### src/rtl/txr_pkg.sv
// Package: shared constants and types for the transmit ring reader.
// Assumes 32-bit memory words carrying four 8-bit bytes.
package txr_pkg;
    localparam int WORD_W = 32;
    localparam int BYTE_W = 8;
    localparam int BPW    = WORD_W / BYTE_W;
    localparam int CNT_W  = $clog2(BPW + 1);

    typedef enum logic [2:0] {
        ST_IDLE,
        ST_LEN,
        ST_FETCH,
        ST_WAIT,
        ST_SEND,
        ST_HALT
    } rd_state_e;
endpackage

### src/rtl/txr_unpack.sv
// Module: txr_unpack
// Holds one payload word and presents it byte by byte, lowest byte first.
// Assumes a load only arrives while the holder is empty.
module txr_unpack
    import txr_pkg::*;
(
    input  logic                 clk,
    input  logic                 rst_n,
    input  logic                 ld,
    input  logic [WORD_W-1:0]    ld_word,
    input  logic [CNT_W-1:0]     ld_cnt,
    input  logic                 ld_last,
    input  logic                 out_ready,
    output logic                 out_valid,
    output logic [BYTE_W-1:0]    out_data,
    output logic                 out_last,
    output logic                 drained
);
    logic [WORD_W-1:0] word_q;
    logic [CNT_W-1:0]  cnt_q;
    logic              last_q;
    logic              fire;

    // Output view of the holder
    always_comb begin
        out_valid = (cnt_q != '0);
        out_data  = word_q[BYTE_W-1:0];
        out_last  = last_q && (cnt_q == CNT_W'(1));
        fire      = out_valid && out_ready;
        drained   = fire && (cnt_q == CNT_W'(1));
    end

    // Load a word or shift out one byte per handshake
    always_ff @(posedge clk) begin
        if (!rst_n) begin
            word_q <= '0;
            cnt_q  <= '0;
            last_q <= 1'b0;
        end else if (ld) begin
            word_q <= ld_word;
            cnt_q  <= ld_cnt;
            last_q <= ld_last;
        end else if (fire) begin
            word_q <= word_q >> BYTE_W;
            cnt_q  <= cnt_q - CNT_W'(1);
        end
    end
endmodule

### src/rtl/txr_fetch.sv
// Module: txr_fetch
// Walks the ring record by record: reads the length word, handles wrap
// markers and oversized lengths, fetches payload words and advances the
// read pointer. Assumes ring_base and wr_ptr are 4-byte aligned.
module txr_fetch
    import txr_pkg::*;
#(
    parameter int PTR_W   = 16,
    parameter int MAX_LEN = 1518,
    localparam int LEN_W  = $clog2(MAX_LEN + 1),
    localparam int AW     = PTR_W - 2
) (
    input  logic                 clk,
    input  logic                 rst_n,
    input  logic [PTR_W-1:0]     ring_base,
    input  logic [PTR_W-1:0]     wr_ptr,
    input  logic [WORD_W-1:0]    mem_rd_data,
    input  logic                 drained,
    output logic                 mem_rd_en,
    output logic [AW-1:0]        mem_rd_addr,
    output logic [PTR_W-1:0]     rd_ptr,
    output logic                 ld,
    output logic [WORD_W-1:0]    ld_word,
    output logic [CNT_W-1:0]     ld_cnt,
    output logic                 ld_last,
    output logic                 frame_done,
    output logic                 len_err
);
    rd_state_e          state_q;
    logic [PTR_W-1:0]   rd_ptr_q;
    logic [PTR_W-1:0]   fetch_ptr_q;
    logic [LEN_W-1:0]   len_q;
    logic [LEN_W-1:0]   rem_q;
    logic               done_q;
    logic               err_q;
    logic               pending;
    logic [PTR_W-1:0]   next_ptr;

    // Pending-record test and next aligned record address
    always_comb begin
        pending  = (rd_ptr_q != wr_ptr);
        next_ptr = (rd_ptr_q + PTR_W'(4) + PTR_W'(len_q) + PTR_W'(3)) & ~PTR_W'(3);
    end

    // Memory request and holder load controls
    always_comb begin
        mem_rd_en   = ((state_q == ST_IDLE) && pending) || (state_q == ST_FETCH);
        mem_rd_addr = (state_q == ST_FETCH) ? fetch_ptr_q[PTR_W-1:2] : rd_ptr_q[PTR_W-1:2];
        ld          = (state_q == ST_WAIT);
        ld_word     = mem_rd_data;
        ld_cnt      = (rem_q >= LEN_W'(BPW)) ? CNT_W'(BPW) : CNT_W'(rem_q);
        ld_last     = (rem_q <= LEN_W'(BPW));
    end

    // Record walk state machine
    always_ff @(posedge clk) begin
        if (!rst_n) begin
            state_q     <= ST_IDLE;
            rd_ptr_q    <= ring_base;
            fetch_ptr_q <= '0;
            len_q       <= '0;
            rem_q       <= '0;
            done_q      <= 1'b0;
            err_q       <= 1'b0;
        end else begin
            done_q <= 1'b0;
            unique case (state_q)
                ST_IDLE: begin
                    if (pending) state_q <= ST_LEN;
                end
                ST_LEN: begin
                    if (mem_rd_data == '0) begin
                        rd_ptr_q <= ring_base;
                        state_q  <= ST_IDLE;
                    end else if (mem_rd_data > WORD_W'(MAX_LEN)) begin
                        err_q   <= 1'b1;
                        state_q <= ST_HALT;
                    end else begin
                        len_q       <= mem_rd_data[LEN_W-1:0];
                        rem_q       <= mem_rd_data[LEN_W-1:0];
                        fetch_ptr_q <= rd_ptr_q + PTR_W'(4);
                        state_q     <= ST_FETCH;
                    end
                end
                ST_FETCH: state_q <= ST_WAIT;
                ST_WAIT: begin
                    rem_q       <= rem_q - LEN_W'(ld_cnt);
                    fetch_ptr_q <= fetch_ptr_q + PTR_W'(4);
                    state_q     <= ST_SEND;
                end
                ST_SEND: begin
                    if (drained) begin
                        if (rem_q == '0) begin
                            rd_ptr_q <= next_ptr;
                            done_q   <= 1'b1;
                            state_q  <= ST_IDLE;
                        end else begin
                            state_q <= ST_FETCH;
                        end
                    end
                end
                default: state_q <= ST_HALT;
            endcase
        end
    end

    assign rd_ptr     = rd_ptr_q;
    assign frame_done = done_q;
    assign len_err    = err_q;
endmodule

### src/rtl/txring_reader.sv
// Module: txring_reader
// Top of the transmit ring reader: joins the record walker to the byte
// holder. Assumes software keeps records aligned, writes a zero length
// word before restarting at ring_base, and never overruns unread records.
module txring_reader
    import txr_pkg::*;
#(
    parameter int PTR_W   = 16,
    parameter int MAX_LEN = 1518,
    localparam int AW     = PTR_W - 2
) (
    input  logic              clk,
    input  logic              rst_n,
    input  logic [PTR_W-1:0]  ring_base,
    input  logic [PTR_W-1:0]  wr_ptr,
    output logic [PTR_W-1:0]  rd_ptr,
    output logic              mem_rd_en,
    output logic [AW-1:0]     mem_rd_addr,
    input  logic [31:0]       mem_rd_data,
    output logic              out_valid,
    input  logic              out_ready,
    output logic [7:0]        out_data,
    output logic              out_last,
    output logic              frame_done,
    output logic              len_err
);
    logic              ld;
    logic [WORD_W-1:0] ld_word;
    logic [CNT_W-1:0]  ld_cnt;
    logic              ld_last;
    logic              drained;

    txr_fetch #(
        .PTR_W   (PTR_W),
        .MAX_LEN (MAX_LEN)
    ) u_fetch (
        .clk         (clk),
        .rst_n       (rst_n),
        .ring_base   (ring_base),
        .wr_ptr      (wr_ptr),
        .mem_rd_data (mem_rd_data),
        .drained     (drained),
        .mem_rd_en   (mem_rd_en),
        .mem_rd_addr (mem_rd_addr),
        .rd_ptr      (rd_ptr),
        .ld          (ld),
        .ld_word     (ld_word),
        .ld_cnt      (ld_cnt),
        .ld_last     (ld_last),
        .frame_done  (frame_done),
        .len_err     (len_err)
    );

    txr_unpack u_unpack (
        .clk       (clk),
        .rst_n     (rst_n),
        .ld        (ld),
        .ld_word   (ld_word),
        .ld_cnt    (ld_cnt),
        .ld_last   (ld_last),
        .out_ready (out_ready),
        .out_valid (out_valid),
        .out_data  (out_data),
        .out_last  (out_last),
        .drained   (drained)
    );
endmodule

### config.mk
export PLATFORM = sky130hd
export DESIGN_NAME = txring_reader
export DESIGN_NICKNAME = d
export VERILOG_FILES = /design/src/rtl/txr_pkg.sv /design/src/rtl/txr_unpack.sv /design/src/rtl/txr_fetch.sv /design/src/rtl/txring_reader.sv
export SDC_FILE = /design/constraint.sdc
export NUM_CORES = 1
export LEC_CHECK = 0
export BUFFER_PORTS_ARGS = -buffer_cell sky130_fd_sc_hd__buf_2
export CORE_MARGIN = 1
export CORE_UTILIZATION = 51
export CTS_CLUSTER_SIZE = 20
export DETAILED_ROUTE_END_ITERATION = 8
export PLACE_DENSITY = 0.77
export SETUP_SLACK_MARGIN = 0.1
export SLEW_MARGIN = 40
export SYNTH_ARGS = -nofsm -noshare
export SYNTH_HDL_FRONTEND = slang
export SYNTH_SLANG_ARGS = --single-unit
export TNS_END_PERCENT = 100
### constraint.sdc
create_clock -name clk -period 3 [get_ports clk]
set_clock_uncertainty 0.2 [all_clocks]
set_input_delay 0.6 -clock clk [delete_from_list [all_inputs] [get_ports clk]]
set_output_delay 0.6 -clock clk [all_outputs]
set_load 0.01 [all_outputs]
Word-level counts from Yosys, hierarchy flattened
Cells that the tools add are included.
{"block": "totals", "register_bits": 95, "output_inout_bits": 43}
{"block": "classes", "add_sub_neg": 6, "magnitude_cmp": 3, "n_eq_ne": 14, "muxes": 24, "bitwise": 2, "n_reduce_logical": 17}
{"op": "16-bit two-way mux", "n": 6}
{"op": "32-bit two-way mux", "n": 2}
{"op": "16-bit case mux with 2 select lines", "n": 2}
{"op": "16-bit by 3-bit adder with 16-bit output, second input constant", "n": 2}
{"op": "32-bit by 11-bit > comparator with 1-bit output, second input constant", "n": 1}
{"op": "32-bit zero test", "n": 1}
{"op": "11-bit two-way mux", "n": 2}
{"op": "11-bit case mux with 2 select lines", "n": 1}
{"op": "3-bit two-way mux", "n": 7}
{"op": "16-bit by 11-bit adder with 16-bit output", "n": 1}
{"op": "16-bit by 2-bit adder with 16-bit output, second input constant", "n": 1}
{"op": "16-bit != test", "n": 1}
{"op": "3-bit case mux with 5 select lines", "n": 1}
{"op": "14-bit two-way mux", "n": 1}
{"op": "3-bit AND reduction", "n": 4}
{"op": "11-bit by 3-bit >= comparator with 1-bit output, second input constant", "n": 1}
{"op": "11-bit by 3-bit less-or-equal comparator with 1-bit output, second input constant", "n": 1}
{"op": "11-bit zero test", "n": 1}
{"op": "11-bit by 3-bit subtractor with 11-bit output", "n": 1}
{"op": "3-bit by 1-bit equality test with 1-bit output, second input constant", "n": 2}
{"op": "3-bit by 2-bit equality test with 1-bit output, second input constant", "n": 2}
{"op": "2-bit != test, second input constant", "n": 3}
{"op": "3-bit by 2-bit != test with 1-bit output, second input constant", "n": 2}
{"op": "1-bit logical AND", "n": 4}
{"op": "other kinds (14)", "n": 16}

Longest topological paths before layout
Gate-level depths: netlist of the first run.
{"block": "depth", "ltp_word": 7, "depth_mapped": 13, "mapped_depth_nobuf": 13}

Hierarchy
Synthesis of the first run repeated with hierarchy kept, for this count alone.
{"block": "hier_totals", "cells_unflattened": 749, "hier_area_um2": 6231.0}
{"mod": "txr_fetch", "instances": 1, "cells_each": 539, "area_each_um2": 4396.7, "seq_area_each_um2": 1301.2}
{"mod": "txr_unpack", "instances": 1, "cells_each": 210, "area_each_um2": 1834.3, "seq_area_each_um2": 720.7}

Worst setup path after synthesis of the first run
OpenSTA, ideal clock, no wires.
{"block": "synth_path", "path_kind": "reg-to-reg", "startpoint": "reg u_fetch.rd_ptr_q[2] (netlist: u_fetch.rd_ptr[2])", "endpoint": "reg u_fetch.rd_ptr_q[12] (netlist: u_fetch.rd_ptr[12]) (data pin)", "t_arrival_ns": 2.670, "required_ns": 2.532, "path_slack_ns": -0.138, "stages_incl_launch_ff": 14, "n_path_buf": 0, "synth_period_minus_slack_ns": 3.138, "cell_sequence": "edfxtp_1 ha_1 nand2_1 nor2_1 and3_1 xor2_1 ha_1 ha_1 a21oi_1 a21boi_0 a31oi_1 o21a_1 xor2_1 o21ai_0"}
{"block": "synth_between", "elab_chain_len": 7}
{"element": "start: declaration", "line": "txr_fetch.sv:30", "text": "logic [PTR_W-1:0] rd_ptr_q;"}
{"element": "start signal: assignment", "line": "txr_fetch.sv:59", "text": "rd_ptr_q <= ring_base;"}
{"element": "start signal: assignment", "line": "txr_fetch.sv:73", "text": "rd_ptr_q <= ring_base;"}
{"element": "start signal: assignment", "line": "txr_fetch.sv:94", "text": "rd_ptr_q <= next_ptr;"}
{"element": "16-bit by 3-bit adder with 16-bit output", "line": "txr_fetch.sv:42", "text": "next_ptr = (rd_ptr_q + PTR_W'(4) + PTR_W'(len_q) + PTR_W'(3)) & ~PTR_W'(3);"}
{"element": "16-bit by 11-bit adder with 16-bit output", "line": "txr_fetch.sv:42"}
{"element": "16-bit by 2-bit adder with 16-bit output", "line": "txr_fetch.sv:42"}
{"element": "16-bit two-way mux", "line": "txr_fetch.sv:93", "text": "if (rem_q == '0) begin"}
{"element": "16-bit two-way mux", "line": "txr_fetch.sv:92", "text": "if (drained) begin"}
{"element": "16-bit case mux with 2 select lines", "line": "txr_fetch.sv:67", "text": "unique case (state_q)"}
{"element": "16-bit two-way mux", "line": "txr_fetch.sv:57", "text": "if (!rst_n) begin"}
No other way between the ends. The select of a mux whose other input is x is not followed.
A chain may end at the register's enable or synchronous reset.

Final worst setup path of the first run
{"block": "layout_path", "startpoint": "reg u_fetch.rd_ptr_q[7] (netlist: u_fetch.rd_ptr[7])", "endpoint": "reg u_fetch.rd_ptr_q[13] (netlist: u_fetch.rd_ptr[13]) (data pin)"}
Same word-level chain as after synthesis.

==> impl_metrics.csv, run 1 <==
group,metric,value,unit
cts,cts_max_level,3,
grt,grt_remaining_overflow,0,
critical_path,crit_type,"flop to flop",
critical_path,timing.critical_path.buf_inv,1,
critical_path,cp_data_arrival_time,2930,ps
final_layout,n_antenna_cell,0,
synthesis,synth_area,0.00586,mm2
route,drt-total-wl,18300,um
synthesis,seq_area_frac_synth,34.5,%
timing,hold_viol,0,
route,drc,0,
placement,place_congestion,0.905,
final_layout,n_fill_cell,873,
grt,grt_pass1_wl,28200,um
pwr,peakVddDrop,306,uV
status,status,"finished with violations",
synthesis,yosys-top-cells-area,"dfxtp_1 (26%), edfxtp_1 (8.2%), nand2_1 (7.6%)",
critical_path,reg2reg_depth,12,
floorplan,num_rows,38,
placement,dp.final_hpwl,12700,um
cts,tritoncts,"done",
critical_path,cp.required,2890,ps
cts,cts-root-buf,"clkbuf_16",
min_path,min_path_type,"flop to flop",
synthesis,synth_cell_type_count,74,
timing,post-route-period-util,101,%
critical_path,path_max_fanout,5,
status,violations,"negative setup slack",
final_layout,layout.nets,937,
route,ant_nets,0,
placement,numPortBuffers,109,
final_layout,area_delta_synth_final,29.6,%
floorplan,io_pins,110,
route,first_pass_iters,7,
placement,post-place-ws,-165,ps
critical_path,r2r-start,"u_fetch.rd_ptr[7]",
route,vias,6038,
floorplan,coreArea,0.0110,mm2
timing,setup_slack,-31.6,ps
cts,worstSkewPairLatency,360,ps
synthesis,synth_edf_count,16,
final_layout,seqCellArea,0.00202,mm2
cts,cts_buffer_depth,2,
critical_path,worst_path_largest_cell_delay,380,ps
floorplan,dieHeight,109,um
synthesis,syn_inst,716,
pwr,cellPowerDensity,450,mW/mm2
grt,grt_util_all_layers,30.7,%
cts,clock_sinks,93,
final_layout,utilization,68.9,%
timing,max_freq,0.330,GHz
critical_path,crit_top_cell,"ha_4",
min_path,holdCritStartpoint,"u_unpack.last_q",
synthesis,async_reset_ff_share,0,%
critical_path,cpMaxStageDelayCell,"edfxtp_1",
critical_path,endpoint_kind,"flop",
synthesis,synth_area_per_cell,8.19,um2
route,via_per_inst,6.12,
pwr,leakage,2.99,nW
route,post_drt_wl_per_cell,18.5,um
cts,clk_pin_slew,70,ps
cts,cts_buffers,9,
critical_path,crit_family,"simple AND/OR/NAND/NOR gates",
run,cap_violations,0,
min_path,hold_depth,2,
grt,grt_max_degree,67,
final_layout,drive_above_1_share,32.3,%
timing,finalSetupViolCount,2,
critical_path,cp-start-kind,"flop",
timing,relSlewSlack,45.7,%
timing,min_period,3030,ps
final_layout,final_common_cell,"nand2_1",
synthesis,syn-num-nets,811,
synthesis,ys.flop_type,"dfxtp_1",
timing,slew_violations,0,
route,drt_iter0_markers,452,
synthesis,yosys.area.top_type,"dfxtp_1",
synthesis,ys.warnings.count,0,
floorplan,start_util,53.1,%
timing,rsz0062_at_grt,"yes",
timing,fin_tns_setup,-41.5,ps
synthesis,yosys.area.top_type_share,26.3,%
critical_path,cp_num_cells,12,
floorplan,die_area,0.0119,mm2
grt,grt_pass1_vias,5712,
floorplan,die_w,109,um
critical_path,worstPathCellList,"buf_4, nand3_1, nor2_4, xor2_2, ha_4, ha_4, a21o_1, a21oi_2, nor3b_4, a211oi_2, xor2_1, o21ai_1",
final_layout,layout_common_cells,"nand2_1 (116), buf_2 (109), dfxtp_1 (77), nor2_1 (60), buf_4 (52)",
timing,tightest_slew,815,ps
critical_path,crit_start,"u_fetch.rd_ptr[7]",
grt,grt_antenna_before_repair,0,
final_layout,multi_input_area,0.00405,mm2
synthesis,ys_seq_elements,93,
## power breakdown
group / total, mW / switching (mW) / internal [mW]
clock: 1.21 / 0.545 / 0.665
combinational: 0.837 / 0.501 / 0.336
sequential: 1.37 / 0.0563 / 1.32
## worst register-to-register path: stages, from the launching register on
cell	delay (ps)
edfxtp_1	380
buf_4	190
nand3_1	150
nor2_4	180
xor2_2	210
ha_4	240
ha_4	220
a21o_1	170
a21oi_2	180
nor3b_4	280
a211oi_2	120
xor2_1	180
o21ai_1	90
## layout make-up
class / count / area share (%)
clock buffer: 10 / 3.01
clock inverter: 6 / 1.00
inverter: 17 / 0.840
multi-input combinational: 557 / 53.2
sequential: 93 / 26.6
tap: 140 / 2.31
timing repair buffer: 164 / 13.0
## sequential cells by signal, indices dropped and copies added, names as in the netlist
signal               cells
u_unpack.cnt_q           3
u_unpack.last_q          1
u_fetch.rem_q           11
u_fetch.len_err          1
u_fetch.state_q          3
u_fetch.fetch_ptr_q     14
u_fetch.frame_done       1
u_fetch.len_q           11
u_unpack.word_q         32
u_fetch.rd_ptr          16
## stage by stage
step	power, mW	hold WS, ps	area, um2	cells
after floorplan	1.85	228	5960	716
after global placement	2.11	242	6810	960
after detailed placement	2.13	247	6810	960
after CTS	3.36	260	7350	981
after global routing	3.55	288	7600	987
final	3.42	261	7600	987
## cells by family (layout without fill, tap and decap cells)
group	after synthesis	count (layout)	share of synthesized area, %
other	2	2	0.128
and+or+nand+nor	283	283	23.2
DFF	93	93	34.5
adders and majority gates	28	28	6.10
xor gates and xnor gates	39	39	5.83
buffers and inverters	66	197	4.99
AOI/OAI and AO/OA	185	185	21.6
muxes	20	20	3.71
## layer usage
layer,up-vias,share of wire [%],GRT usage [%]
li1,2843,-,-
met1,2899,41,38.4
met2,252,50,49.7
met3,44,6.4,5.44
met4,0,3.0,17.2
met5,-,0,0
## Yosys cell counts (7+ instances only)
library cell	instances
a22oi_1	9
nor4_1	12
a21oi_1	45
a31oi_1	9
dfxtp_1	77
xnor2_1	9
nand4_1	7
a311oi_1	26
o21ai_0	35
nor3_1	13
edfxtp_1	16
mux2_2	14
ha_1	27
nand2_1	118
nand3_1	16
buf_4	11
and3_1	8
inv_1	16
nor2_1	66
clkbuf_1	32
xor2_1	30
o21a_1	10
## timing repair
action / in CTS / in global routing
setup buffers: 5 / 9
resized for setup: 40 / 33
pin swaps: 35 / 26
endpoints found under the setup margin: 8 / 10
endpoints found under the hold margin: 0 / 0
hold buffers: 0 / 0
## worst paths after layout
check,endpoint,slack [ps]
hold / removal,u_unpack.last_q,260
setup / recovery,u_fetch.rd_ptr[13],-30
hold reg to reg,u_unpack.last_q,260
setup reg to reg,u_fetch.rd_ptr[13],-30
(Power assumes the default switching activity.)
==> run 2: changes to the inputs <==
Settings changed: CORE_MARGIN 1 to unset, GPL_TIMING_DRIVEN set to 0.
Clock period 3 ns to 2.6 ns, I/O delays scaled along.
==> run 2 against run 1 <==
Effect of this change: the flow still finishes with violations (negative setup slack); count of clock-buffer cells in the layout is 2 higher; flip-flop and latch count stayed put; fmax shrank 8.4%; die area unchanged; cell count is 3.6% higher; register-to-register slack lost 680 ps; sequential power is 16% higher; worst setup slack lost 680 ps; wire length increased by 15%; utilization is 3.2 points higher; sequential share of layout area fell by 1.2 points; via count grew 7.6%; largest cell class unchanged; largest power group unchanged.
==> impl_metrics.csv, run 2 (same netlist as run 1, synthesis figures left out) <==
group,metric,value,unit
status,status,"finished with violations",
status,violations,"negative setup slack",
timing,tightest_slew,767,ps
floorplan,num_rows,38,
critical_path,path_max_fanout,4,
min_path,min_path_type,"input pin to flop",
pwr,swShare,32.5,%
final_layout,n_antenna_cell,0,
final_layout,drive_above_1_share,34.9,%
timing,max_freq,0.302,GHz
cts,cts_buffer_depth,2,
cts,tritoncts,"done",
grt,grt_max_degree,17,
min_path,hold_path_end,"u_fetch.rd_ptr[1]",
final_layout,largest_reg_flops,32,
timing,finalSetupViolCount,12,
pwr,pwr-share-comb,26.7,%
floorplan,die_area,0.0119,mm2
timing,relSlewSlack,48.4,%
grt,grt_util_all_layers,32.7,%
critical_path,cp-start-kind,"flop",
pwr,peakVddDrop,282,uV
route,ant_nets,0,
pwr,intPower,2.67,mW
route,post_drt_wl_per_cell,20.6,um
cts,ctsHoldBuffers,0,
final_layout,largest-register,"u_unpack.word_q",
timing,rsz0062_at_grt,"yes",
final_layout,n_fill_cell,804,
timing,whs,245,ps
run,cap_violations,0,
grt,grt_pass1_vias,5832,
pwr,cellPowerDensity,496,mW/mm2
final_layout,layout_common_cells,"nand2_1 (114), buf_2 (110), dfxtp_1 (76), nor2_1 (58), buf_4 (51)",
critical_path,endpoint_kind,"flop",
critical_path,cp.required,2480,ps
grt,grt_pass1_wl,29800,um
cts,cts-root-buf,"clkbuf_16",
cts,clk_pin_slew,70,ps
floorplan,io_pins,110,
floorplan,start_util,53.1,%
critical_path,cp_data_arrival_time,3190,ps
route,drt-total-wl,21100,um
floorplan,dieHeight,109,um
final_layout,area_delta_synth_final,35.6,%
cts,cts_buffers,9,
critical_path,r2r-end,"u_fetch.rd_ptr[10]",
min_path,holdCritStartpoint,"ring_base[1]",
final_layout,layout.nets,974,
placement,numPortBuffers,109,
final_layout,multi_input_area,0.00422,mm2
timing,min_period,3310,ps
grt,grt_remaining_overflow,0,
cts,cts_max_level,3,
pwr,p_seq_share,40.3,%
route,drt_iter0_markers,806,
pwr,leakage,3.13,nW
route,via_per_inst,6.35,
cts,clock_sinks,93,
timing,post-route-period-util,127,%
route,first_pass_iters,5,
floorplan,die_w,109,um
floorplan,coreArea,0.0110,mm2
critical_path,crit_type,"flop to flop",
timing,hold_viol,0,
final_layout,seqCellArea,0.00202,mm2
critical_path,r2r_setup_slack,-710,ps
route,vias,6499,
route,drc,0,
cts,worstSkewPairLatency,350,ps
min_path,hold_depth,2,
timing,setup_slack,-711,ps
critical_path,r2r-start,"u_fetch.rd_ptr[3]",
grt,grt_antenna_before_repair,0,
final_layout,utilization,72.1,%
critical_path,reg2reg_depth,11,
pwr,switching_power,1.28,mW
final_layout,final_common_cell,"nand2_1",
timing,slew_violations,0,
placement,place_congestion,0.946,
placement,dp.final_hpwl,13600,um
pwr,clockPowerShare,33.0,%
## run 2: cell types whose count changed in the layout (fill, tap and decap cells not counted), moves of 4 or more
cell / before / now
nor4_1: 10 / 6
clkbuf_1: 1 / 24
clkbuf_2: 0 / 5
buf_6: 1 / 6
## run 2: how the worst max path moves through the flow
stage	startpoint	endpoint	cells after the start
after global placement	u_fetch.rd_ptr[4]	u_fetch.rd_ptr[10]	11
after detailed placement	u_fetch.rd_ptr[4]	u_fetch.rd_ptr[10]	11
after global routing	u_fetch.rd_ptr[3]	u_fetch.rd_ptr[10]	11
after floorplan	u_fetch.rd_ptr[3]	u_fetch.rd_ptr[12]	13
final	u_fetch.rd_ptr[3]	u_fetch.rd_ptr[10]	11
after CTS	u_fetch.rd_ptr[2]	u_fetch.rd_ptr[10]	12
## run 2: per-layer routing
layer	routed length [um]	global-route usage, %	up-vias	share of wire (%)
met1	8340	43.0	3069	40
met5	0	0	-	0
met4	749	14.8	0	3.6
li1	-	-	2928	-
met3	1940	5.68	78	9.2
met2	10000	52.4	424	48
## run 2: worst max-delay path, cell delays in order, from the launching register on
cell	delay (ps)
edfxtp_1	560
ha_4	260
buf_4	150
xor2_4	190
ha_4	250
ha_4	300
and4_4	270
nand2_4	60
o211ai_1	300
a31oi_1	190
xor2_1	200
o21ai_1	100
## run 2: area by class of cell
type | count | area share (%)
plain buffers | 46 | 3.15
clock buffers | 12 | 3.37
clock inverters | 3 | 0.236
inverters | 17 | 0.865
multi-input cells | 557 | 53.1
flip-flops and latches | 93 | 25.4
well taps | 140 | 2.20
repair buffers | 155 | 11.6
## run 2: timing repair
action / in CTS / in global routing
buffers inserted: 26 / 22
gates resized for setup: 51 / 63
pin swaps: 24 / 42
setup endpoints to repair: 42 / 76
## run 2: power groups by stage
stage / Clock (mW) / Combinational (mW) / Sequential, mW
detailed placement: 0 / 0.838 / 1.61
finish: 1.30 / 1.05 / 1.59
CTS: 1.30 / 0.922 / 1.58
floorplan: 0 / 0.545 / 1.60
global route: 1.36 / 1.13 / 1.60
global placement: 0 / 0.823 / 1.60
## run 2: per-stage QoR
stage	worst slack, ps	std cells	TNS, ps	instance area (um2)	power, mW
4_1_cts	-485	1005	-3720	7510	3.80
5_1_grt	-754	1023	-5830	7950	4.09
6_report	-711	1023	-5100	7950	3.95
3_5_place_dp	-741	965	-18030	6770	2.44
3_3_place_gp	-681	965	-15730	6770	2.43
2_1_floorplan	-321	716	-1860	6050	2.15
